<file path="src/rtl/memws_pkg.sv">
package memws_pkg;

    localparam int DATA_W = 8;

    typedef enum logic [1:0] {
        WS_NONE   = 2'd0,
        WS_CS     = 2'd1,
        WS_RELOAD = 2'd2,
        WS_EARLY  = 2'd3
    } ws_kind_e;

    typedef enum logic [1:0] {
        SEL_SETUP = 2'd0,
        SEL_PULSE = 2'd1,
        SEL_CYCLE = 2'd2,
        SEL_MODE  = 2'd3
    } cfg_sel_e;

    typedef struct packed {
        logic [DATA_W-1:0] setup;
        logic [DATA_W-1:0] pulse;
        logic [DATA_W-1:0] cycle;
        logic [DATA_W-1:0] mode;
    } tset_t;

    // Priority ladder: chip-select move, then reload, then early read.
    function automatic ws_kind_e pick_wait(
        input logic seen,
        input logic cs_moved,
        input logic reload_due,
        input logic prev_wr_nohold,
        input logic next_is_write
    );
        ws_kind_e k;
        if (!seen)                                k = WS_NONE;
        else if (cs_moved)                        k = WS_CS;
        else if (reload_due)                      k = WS_RELOAD;
        else if (prev_wr_nohold && !next_is_write) k = WS_EARLY;
        else                                      k = WS_NONE;
        return k;
    endfunction

endpackage

</file>
<file path="src/rtl/memws_cfg_bank.sv">
module memws_cfg_bank
    import memws_pkg::*;
#(
    parameter int    NUM_CS  = 4,
    parameter int    CS_W    = 2,
    parameter tset_t RST_SET = '0
) (
    input  logic              clk,
    input  logic              rst,
    input  logic              cfg_we,
    input  logic [CS_W-1:0]   cfg_cs,
    input  logic [1:0]        cfg_sel,
    input  logic [DATA_W-1:0] cfg_wdata,
    input  logic              load_en,
    input  logic [CS_W-1:0]   rd_cs,
    output tset_t             rd_set
);

    tset_t [NUM_CS-1:0] shadow_q;
    tset_t [NUM_CS-1:0] work_q;

    for (genvar g = 0; g < NUM_CS; g++) begin : g_cs
        logic hit;
        assign hit = cfg_we && (cfg_cs == CS_W'(g));

        always_ff @(posedge clk) begin
            if (rst) begin
                shadow_q[g] <= RST_SET;
            end else if (hit) begin
                case (cfg_sel_e'(cfg_sel))
                    SEL_SETUP: shadow_q[g].setup <= cfg_wdata;
                    SEL_PULSE: shadow_q[g].pulse <= cfg_wdata;
                    SEL_CYCLE: shadow_q[g].cycle <= cfg_wdata;
                    default:   shadow_q[g].mode  <= cfg_wdata;
                endcase
            end
        end

        always_ff @(posedge clk) begin
            if (rst)          work_q[g] <= RST_SET;
            else if (load_en) work_q[g] <= shadow_q[g];
        end
    end

    assign rd_set = work_q[rd_cs];

    AST_WORK_HOLD: assert property (@(posedge clk) disable iff (rst)
        !load_en |=> $stable(work_q));

    AST_SHADOW_SETUP: assert property (@(posedge clk) disable iff (rst)
        (cfg_we && cfg_sel == SEL_SETUP) |=> (shadow_q[$past(cfg_cs)].setup == $past(cfg_wdata)));

endmodule

</file>
<file path="src/rtl/memws_decide.sv">
module memws_decide
    import memws_pkg::*;
#(
    parameter int CS_W = 2
) (
    input  logic            clk,
    input  logic            rst,
    input  logic            req_valid,
    input  logic [CS_W-1:0] req_cs,
    input  logic            req_write,
    input  logic            req_nohold,
    input  logic            cfg_we,
    input  logic [1:0]      cfg_sel,
    output logic            ws_strobe,
    output ws_kind_e        ws_kind,
    output logic            start_ok,
    output logic            load_en
);

    logic            seen_q;
    logic [CS_W-1:0] last_cs_q;
    logic            last_wnh_q;
    logic            pend_q;
    logic            taken_q;
    logic            mode_wr;
    ws_kind_e        want;

    assign mode_wr = cfg_we && (cfg_sel == SEL_MODE);

    always_comb begin
        want = pick_wait(seen_q, req_cs != last_cs_q, pend_q, last_wnh_q, req_write);
    end

    assign ws_strobe = req_valid && !taken_q && (want != WS_NONE);
    assign ws_kind   = ws_strobe ? want : WS_NONE;
    assign start_ok  = req_valid && !ws_strobe;
    assign load_en   = ws_strobe && (want == WS_CS || want == WS_RELOAD);

    always_ff @(posedge clk) begin
        if (rst) begin
            seen_q     <= 1'b0;
            last_cs_q  <= '0;
            last_wnh_q <= 1'b0;
            taken_q    <= 1'b0;
        end else if (start_ok) begin
            seen_q     <= 1'b1;
            last_cs_q  <= req_cs;
            last_wnh_q <= req_write && req_nohold;
            taken_q    <= 1'b0;
        end else if (ws_strobe) begin
            taken_q    <= 1'b1;
        end
    end

    // A mode write wins over the clear, so it re-arms for the next access.
    always_ff @(posedge clk) begin
        if (rst)          pend_q <= 1'b0;
        else if (mode_wr) pend_q <= 1'b1;
        else if (load_en) pend_q <= 1'b0;
    end

    AST_ONE_WAIT: assert property (@(posedge clk) disable iff (rst)
        ws_strobe |=> !ws_strobe);

    AST_WAIT_BLOCKS: assert property (@(posedge clk) disable iff (rst)
        ws_strobe |-> !start_ok);

    AST_FIRST_FREE: assert property (@(posedge clk) disable iff (rst)
        !seen_q |-> !ws_strobe);

    AST_CS_WINS: assert property (@(posedge clk) disable iff (rst)
        (ws_strobe && req_cs != last_cs_q) |-> (ws_kind == WS_CS));

    AST_TIMING_NO_ARM: assert property (@(posedge clk) disable iff (rst)
        (cfg_we && cfg_sel != SEL_MODE && !pend_q) |=> !pend_q);

    AST_REARM: assert property (@(posedge clk) disable iff (rst)
        (load_en && mode_wr) |=> pend_q);

    AST_LOAD_CLEARS: assert property (@(posedge clk) disable iff (rst)
        (load_en && !cfg_we) |=> !pend_q);

endmodule

</file>
<file path="src/rtl/memws_sequencer.sv">
module memws_sequencer
    import memws_pkg::*;
#(
    parameter int NUM_CS    = 4,
    parameter int RST_SETUP = 1,
    parameter int RST_PULSE = 2,
    parameter int RST_CYCLE = 4,
    parameter int RST_MODE  = 3,
    localparam int CS_W     = (NUM_CS > 1) ? $clog2(NUM_CS) : 1
) (
    input  logic              clk,
    input  logic              rst,
    input  logic              req_valid,
    input  logic [CS_W-1:0]   req_cs,
    input  logic              req_write,
    input  logic              req_nohold,
    input  logic              cfg_we,
    input  logic [CS_W-1:0]   cfg_cs,
    input  logic [1:0]        cfg_sel,
    input  logic [DATA_W-1:0] cfg_wdata,
    output logic              ws_strobe,
    output logic [1:0]        ws_type,
    output logic              start_ok,
    output logic [DATA_W-1:0] cur_setup,
    output logic [DATA_W-1:0] cur_pulse,
    output logic [DATA_W-1:0] cur_cycle,
    output logic [DATA_W-1:0] cur_mode
);

    localparam tset_t RST_SET = '{
        setup: DATA_W'(RST_SETUP),
        pulse: DATA_W'(RST_PULSE),
        cycle: DATA_W'(RST_CYCLE),
        mode:  DATA_W'(RST_MODE)
    };

    ws_kind_e kind;
    logic     load_en;
    tset_t    cur_set;

    memws_decide #(.CS_W(CS_W)) u_decide (
        .clk        (clk),
        .rst        (rst),
        .req_valid  (req_valid),
        .req_cs     (req_cs),
        .req_write  (req_write),
        .req_nohold (req_nohold),
        .cfg_we     (cfg_we),
        .cfg_sel    (cfg_sel),
        .ws_strobe  (ws_strobe),
        .ws_kind    (kind),
        .start_ok   (start_ok),
        .load_en    (load_en)
    );

    memws_cfg_bank #(.NUM_CS(NUM_CS), .CS_W(CS_W), .RST_SET(RST_SET)) u_bank (
        .clk       (clk),
        .rst       (rst),
        .cfg_we    (cfg_we),
        .cfg_cs    (cfg_cs),
        .cfg_sel   (cfg_sel),
        .cfg_wdata (cfg_wdata),
        .load_en   (load_en),
        .rd_cs     (req_cs),
        .rd_set    (cur_set)
    );

    assign ws_type   = kind;
    assign cur_setup = cur_set.setup;
    assign cur_pulse = cur_set.pulse;
    assign cur_cycle = cur_set.cycle;
    assign cur_mode  = cur_set.mode;

    AST_TYPE_QUIET: assert property (@(posedge clk) disable iff (rst)
        !ws_strobe |-> (ws_type == 2'd0));

endmodule

</file>
<file path="config.mk">
export PLATFORM = sky130hd
export DESIGN_NAME = memws_sequencer
export DESIGN_NICKNAME = d
export VERILOG_FILES = /design/src/rtl/memws_pkg.sv /design/src/rtl/memws_cfg_bank.sv /design/src/rtl/memws_decide.sv /design/src/rtl/memws_sequencer.sv
export SDC_FILE = /design/constraint.sdc
export NUM_CORES = 1
export LEC_CHECK = 0
export BUFFER_PORTS_ARGS = -buffer_cell sky130_fd_sc_hd__buf_4
export CAP_MARGIN = 20
export CORE_MARGIN = 2
export CORE_UTILIZATION = 35
export CTS_BUF_LIST = sky130_fd_sc_hd__clkbuf_4
export DETAILED_ROUTE_END_ITERATION = 16
export GPL_TIMING_DRIVEN = 1
export PLACE_DENSITY = 0.55
export SLEW_MARGIN = 20
export SYNTH_ARGS = -nofsm -noshare
export SYNTH_HDL_FRONTEND = slang
export SYNTH_SLANG_ARGS = --single-unit
</file>
<file path="constraint.sdc">
create_clock -name clk -period 2.7 [get_ports clk]
set_input_delay 0.135 -clock clk [delete_from_list [all_inputs] [get_ports clk]]
set_output_delay 0.135 -clock clk [all_outputs]
set_load 0.02 [all_outputs]
</file>
==> impl_results.md <==
- Status: completed
- Initial antenna violation count: 2
- Nets: 1163
- Leakage power: 4.86 nW
- Mapped Cells: 1068
- Initial drt markers: 481
- Slew Viols, Final: 0
- Placed Instances: 1439
- Initial Utilization: 35.5%
- Mapped Area: 10500 um^2
- R2R Path Start: u_decide.last_wnh_q
- Boundary pin count: 56
- Syn avg cell area: 9.82 um^2
- GRT Util Overall: 16.4%
- Skew final: 0.0474 ns
- Layout Area Growth over Synthesis: 17.0%
- Crit. End Element: primary output
- Buf+Inv Stages, Crit Path: 2
- Clock Root Buffer: clkbuf_4
- Worst Path Required: 2.57 ns
- EDFF count, synth: 0
- CTS max path bufs: 3
- Routed WL: 25000 um
- Clk_lat worst skew: 0.67 ns
- Slew margin rel.: 46.7%
- Final setup viols: 0
- Worst setup SP type: register
- Delay-heaviest family, CP: simple AND/OR/NAND/NOR gates
- DRT Pass-1 Iters: 5
- DR vias: 7561
- # rows: 63
- Min Tclk post-route: 2.55 ns
- HP Start: req_cs[1]
- Kind of critical path: reg -> out
- Post-route ant nets: 0
- Die span in y: 177 um
- GRT overflow: 0
- Vias per std cell: 4.77
- Global-route wire length before repair: 40500 um
- YS warnings: 0
- Reg clk slew, reported paths: 0.07 ns
- Post-DP HPWL: 14600 um
- Drt drc: 0
- CP arrival: 2.41 ns
- Worst vdd ir: 263 uV
- Reg2reg path depth: 9
- R2r endpoint: u_decide.pend_q
- Placed Area: 11200 um^2
- CTS tree: built
- Hold_ws: 0.231 ns
- Post-route insts no fill: 1584
- Hold Path Class: in -> reg
- Measured slew at the worst slew-check pin: 0.799 ns
- Layout cells sized above 1: 20.8%
- Number of buffers created by CTS: 72
- Fmax: 392 MHz
- Seq/Total Area, Yosys: 50.0%
- Port bufs: 55
- Hold Vio Cnt, Final: 0
- Hold EP: u_decide.last_cs_q[1]
- Critical path fanouts, max: 4
- Post-synth cell types: 38
- Asr flop ratio synth: 0%
- Clk sinks: 262
- Synthesized flop and latch total: 262
- Max-Cap Viols: 0
- Die Width: 177 um
- H-tree Lvls: 3
- Slowest cell on crit path: or3b_2
- Pwr/cell area: 637 nW/um^2
- Core area: 29600 um^2
- Mapped Nets: 1089
- Primary FF master, synth: dfxtp_1
- Final period util: 94.4%
- Critical-path cell list: inv_1 > o311ai_2 > nand2_1 > ha_1 > or3b_2 > nor2_1 > buf_4
- Die area: 31400 um^2
- Crit path largest cell delay: 0.48 ns
- Final instance area: 12300 um^2
- FF-to-FF setup slack: 0.24 ns
- Gpl congestion: 0.736
- Largest net degree at the start of global routing: 102
- Number of global-route vias before repair: 7666
- WHS Path Cells: 4
- Post-CTS setup buffer count: 0
- Wire per inst: 15.8 um
[placed cells by master, fill, tap and decap left out, types with 2 or more instances in the layout]
cell type      count
diode_2            2
nand2_2            9
nand3_4            2
clkinvlp_4         2
dlygate4sd3_1     19
nor2b_1            4
inv_2              4
clkbuf_4         112
clkinv_2           2
xnor2_2            2
nor3_1            20
nor2_1            30
buf_4             63
buf_12             6
a21oi_1          130
inv_1              2
clkinv_1           4
nand2_1          218
dfxtp_1          261
nand2b_1         120
mux2i_1          130
mux4_2            32
[timing repair]
action,4_1_cts,5_1_grt
endpoints found under the hold margin,102,0
resized for setup,1,5
pin swaps,0,3
endpoints found under the setup margin,1,2
hold buffers,19,0
[cells by family (layout without fill, tap and decap cells)]
kind of cell	Yosys count	count (layout)	synth area share, %
AND/OR/NAND/NOR	416	416	19.6
flip-flops	262	262	50.0
multiplexers	162	162	19.3
AO/OA/AOI/OAI	134	134	6.53
buffers and inverters	91	215	4.34
XOR/XNOR	2	2	0.167
adder cells (fa/ha/maj)	1	1	0.119
other	0	2	0
[synth_stat cells (2+ instances only)]
cell type,instances,area [um^2]
dfxtp_1,262,5250
nand2_1,218,818
a21oi_1,130,651
mux2i_1,130,1300
nand2b_1,120,751
buf_2,44,220
clkbuf_1,32,120
mux4_2,32,721
nor2_1,30,113
nor3_1,20,100
nand2_2,9,56.3
buf_4,6,45.0
nor2b_1,4,25.0
buf_1,2,7.51
buf_6,2,22.5
clkbuf_8,2,27.5
inv_1,2,7.51
nand3_4,2,35.0
xnor2_1,2,17.5
[layout make-up]
class                      count  area (um^2)
fill                        2983        17300
clock inverter                12         55.1
multi-input combinational    715         4840
clock buffer                 112          841
inverter                       2         7.51
sequential                   262         5250
timing repair buffer          89          795
antenna                        2         5.00
tap                          390          488
[worst max-delay path by stage]
stage / to / from / slack, ns / cells past startpoint
6_report: ws_type[1] / u_decide.last_wnh_q / 0.15 / 7
2_1_floorplan: ws_type[1] / u_decide.last_wnh_q / 0.77 / 6
3_5_place_dp: u_bank.work_q[35] / u_decide.last_wnh_q / 0.43 / 8
4_1_cts: ws_type[1] / u_decide.last_wnh_q / 0.05 / 7
3_3_place_gp: u_bank.work_q[6] / u_decide.last_wnh_q / 0.48 / 8
5_1_grt: ws_type[1] / u_decide.last_wnh_q / -0.05 / 7
[metal layers]
metal	GRT usage (%)	up-vias	wire length [um]
met5	0	-	0
met4	5.10	0	319
met3	4.34	34	1130
met2	26.5	128	11800
met1	21.2	3635	11700
li1	-	3764	-
[worst min-delay path, cell delays in order]
cell and delay (ns):
buf_4 0.12, buf_4 0.32, mux2i_1 0.23, nor2_1 0.05
[per-stage QoR]
| step | total power, mW | TNS (ns) | util (%) | setup slack (ns) |
|---|---|---|---|---|
| 2_1_floorplan | 4.27 | 0 | - | 0.769 |
| 3_3_place_gp | 4.39 | 0 | 37.7 | 0.482 |
| 3_5_place_dp | 4.39 | 0 | 37.7 | 0.425 |
| 4_1_cts | 7.96 | 0 | 41.4 | 0.0469 |
| 5_1_grt | 8.26 | -0.0511 | 41.5 | -0.0511 |
| 6_report | 7.82 | 0 | 41.5 | 0.152 |
[sequential cells by signal, indices dropped and copies added, names as in the netlist]
name,cells
u_bank.shadow_q,128
u_bank.work_q,128
u_decide.last_cs_q,2
u_decide.last_wnh_q,1
u_decide.pend_q,1
u_decide.seen_q,1
u_decide.taken_q,1
[power breakdown]
part / internal [mW] / total [mW] / switching [mW]
sequential: 3.90 / 3.92 / 0.0182
combinational: 0.163 / 0.414 / 0.251
clock: 1.88 / 3.49 / 1.62
(Power assumes the default switching activity.)
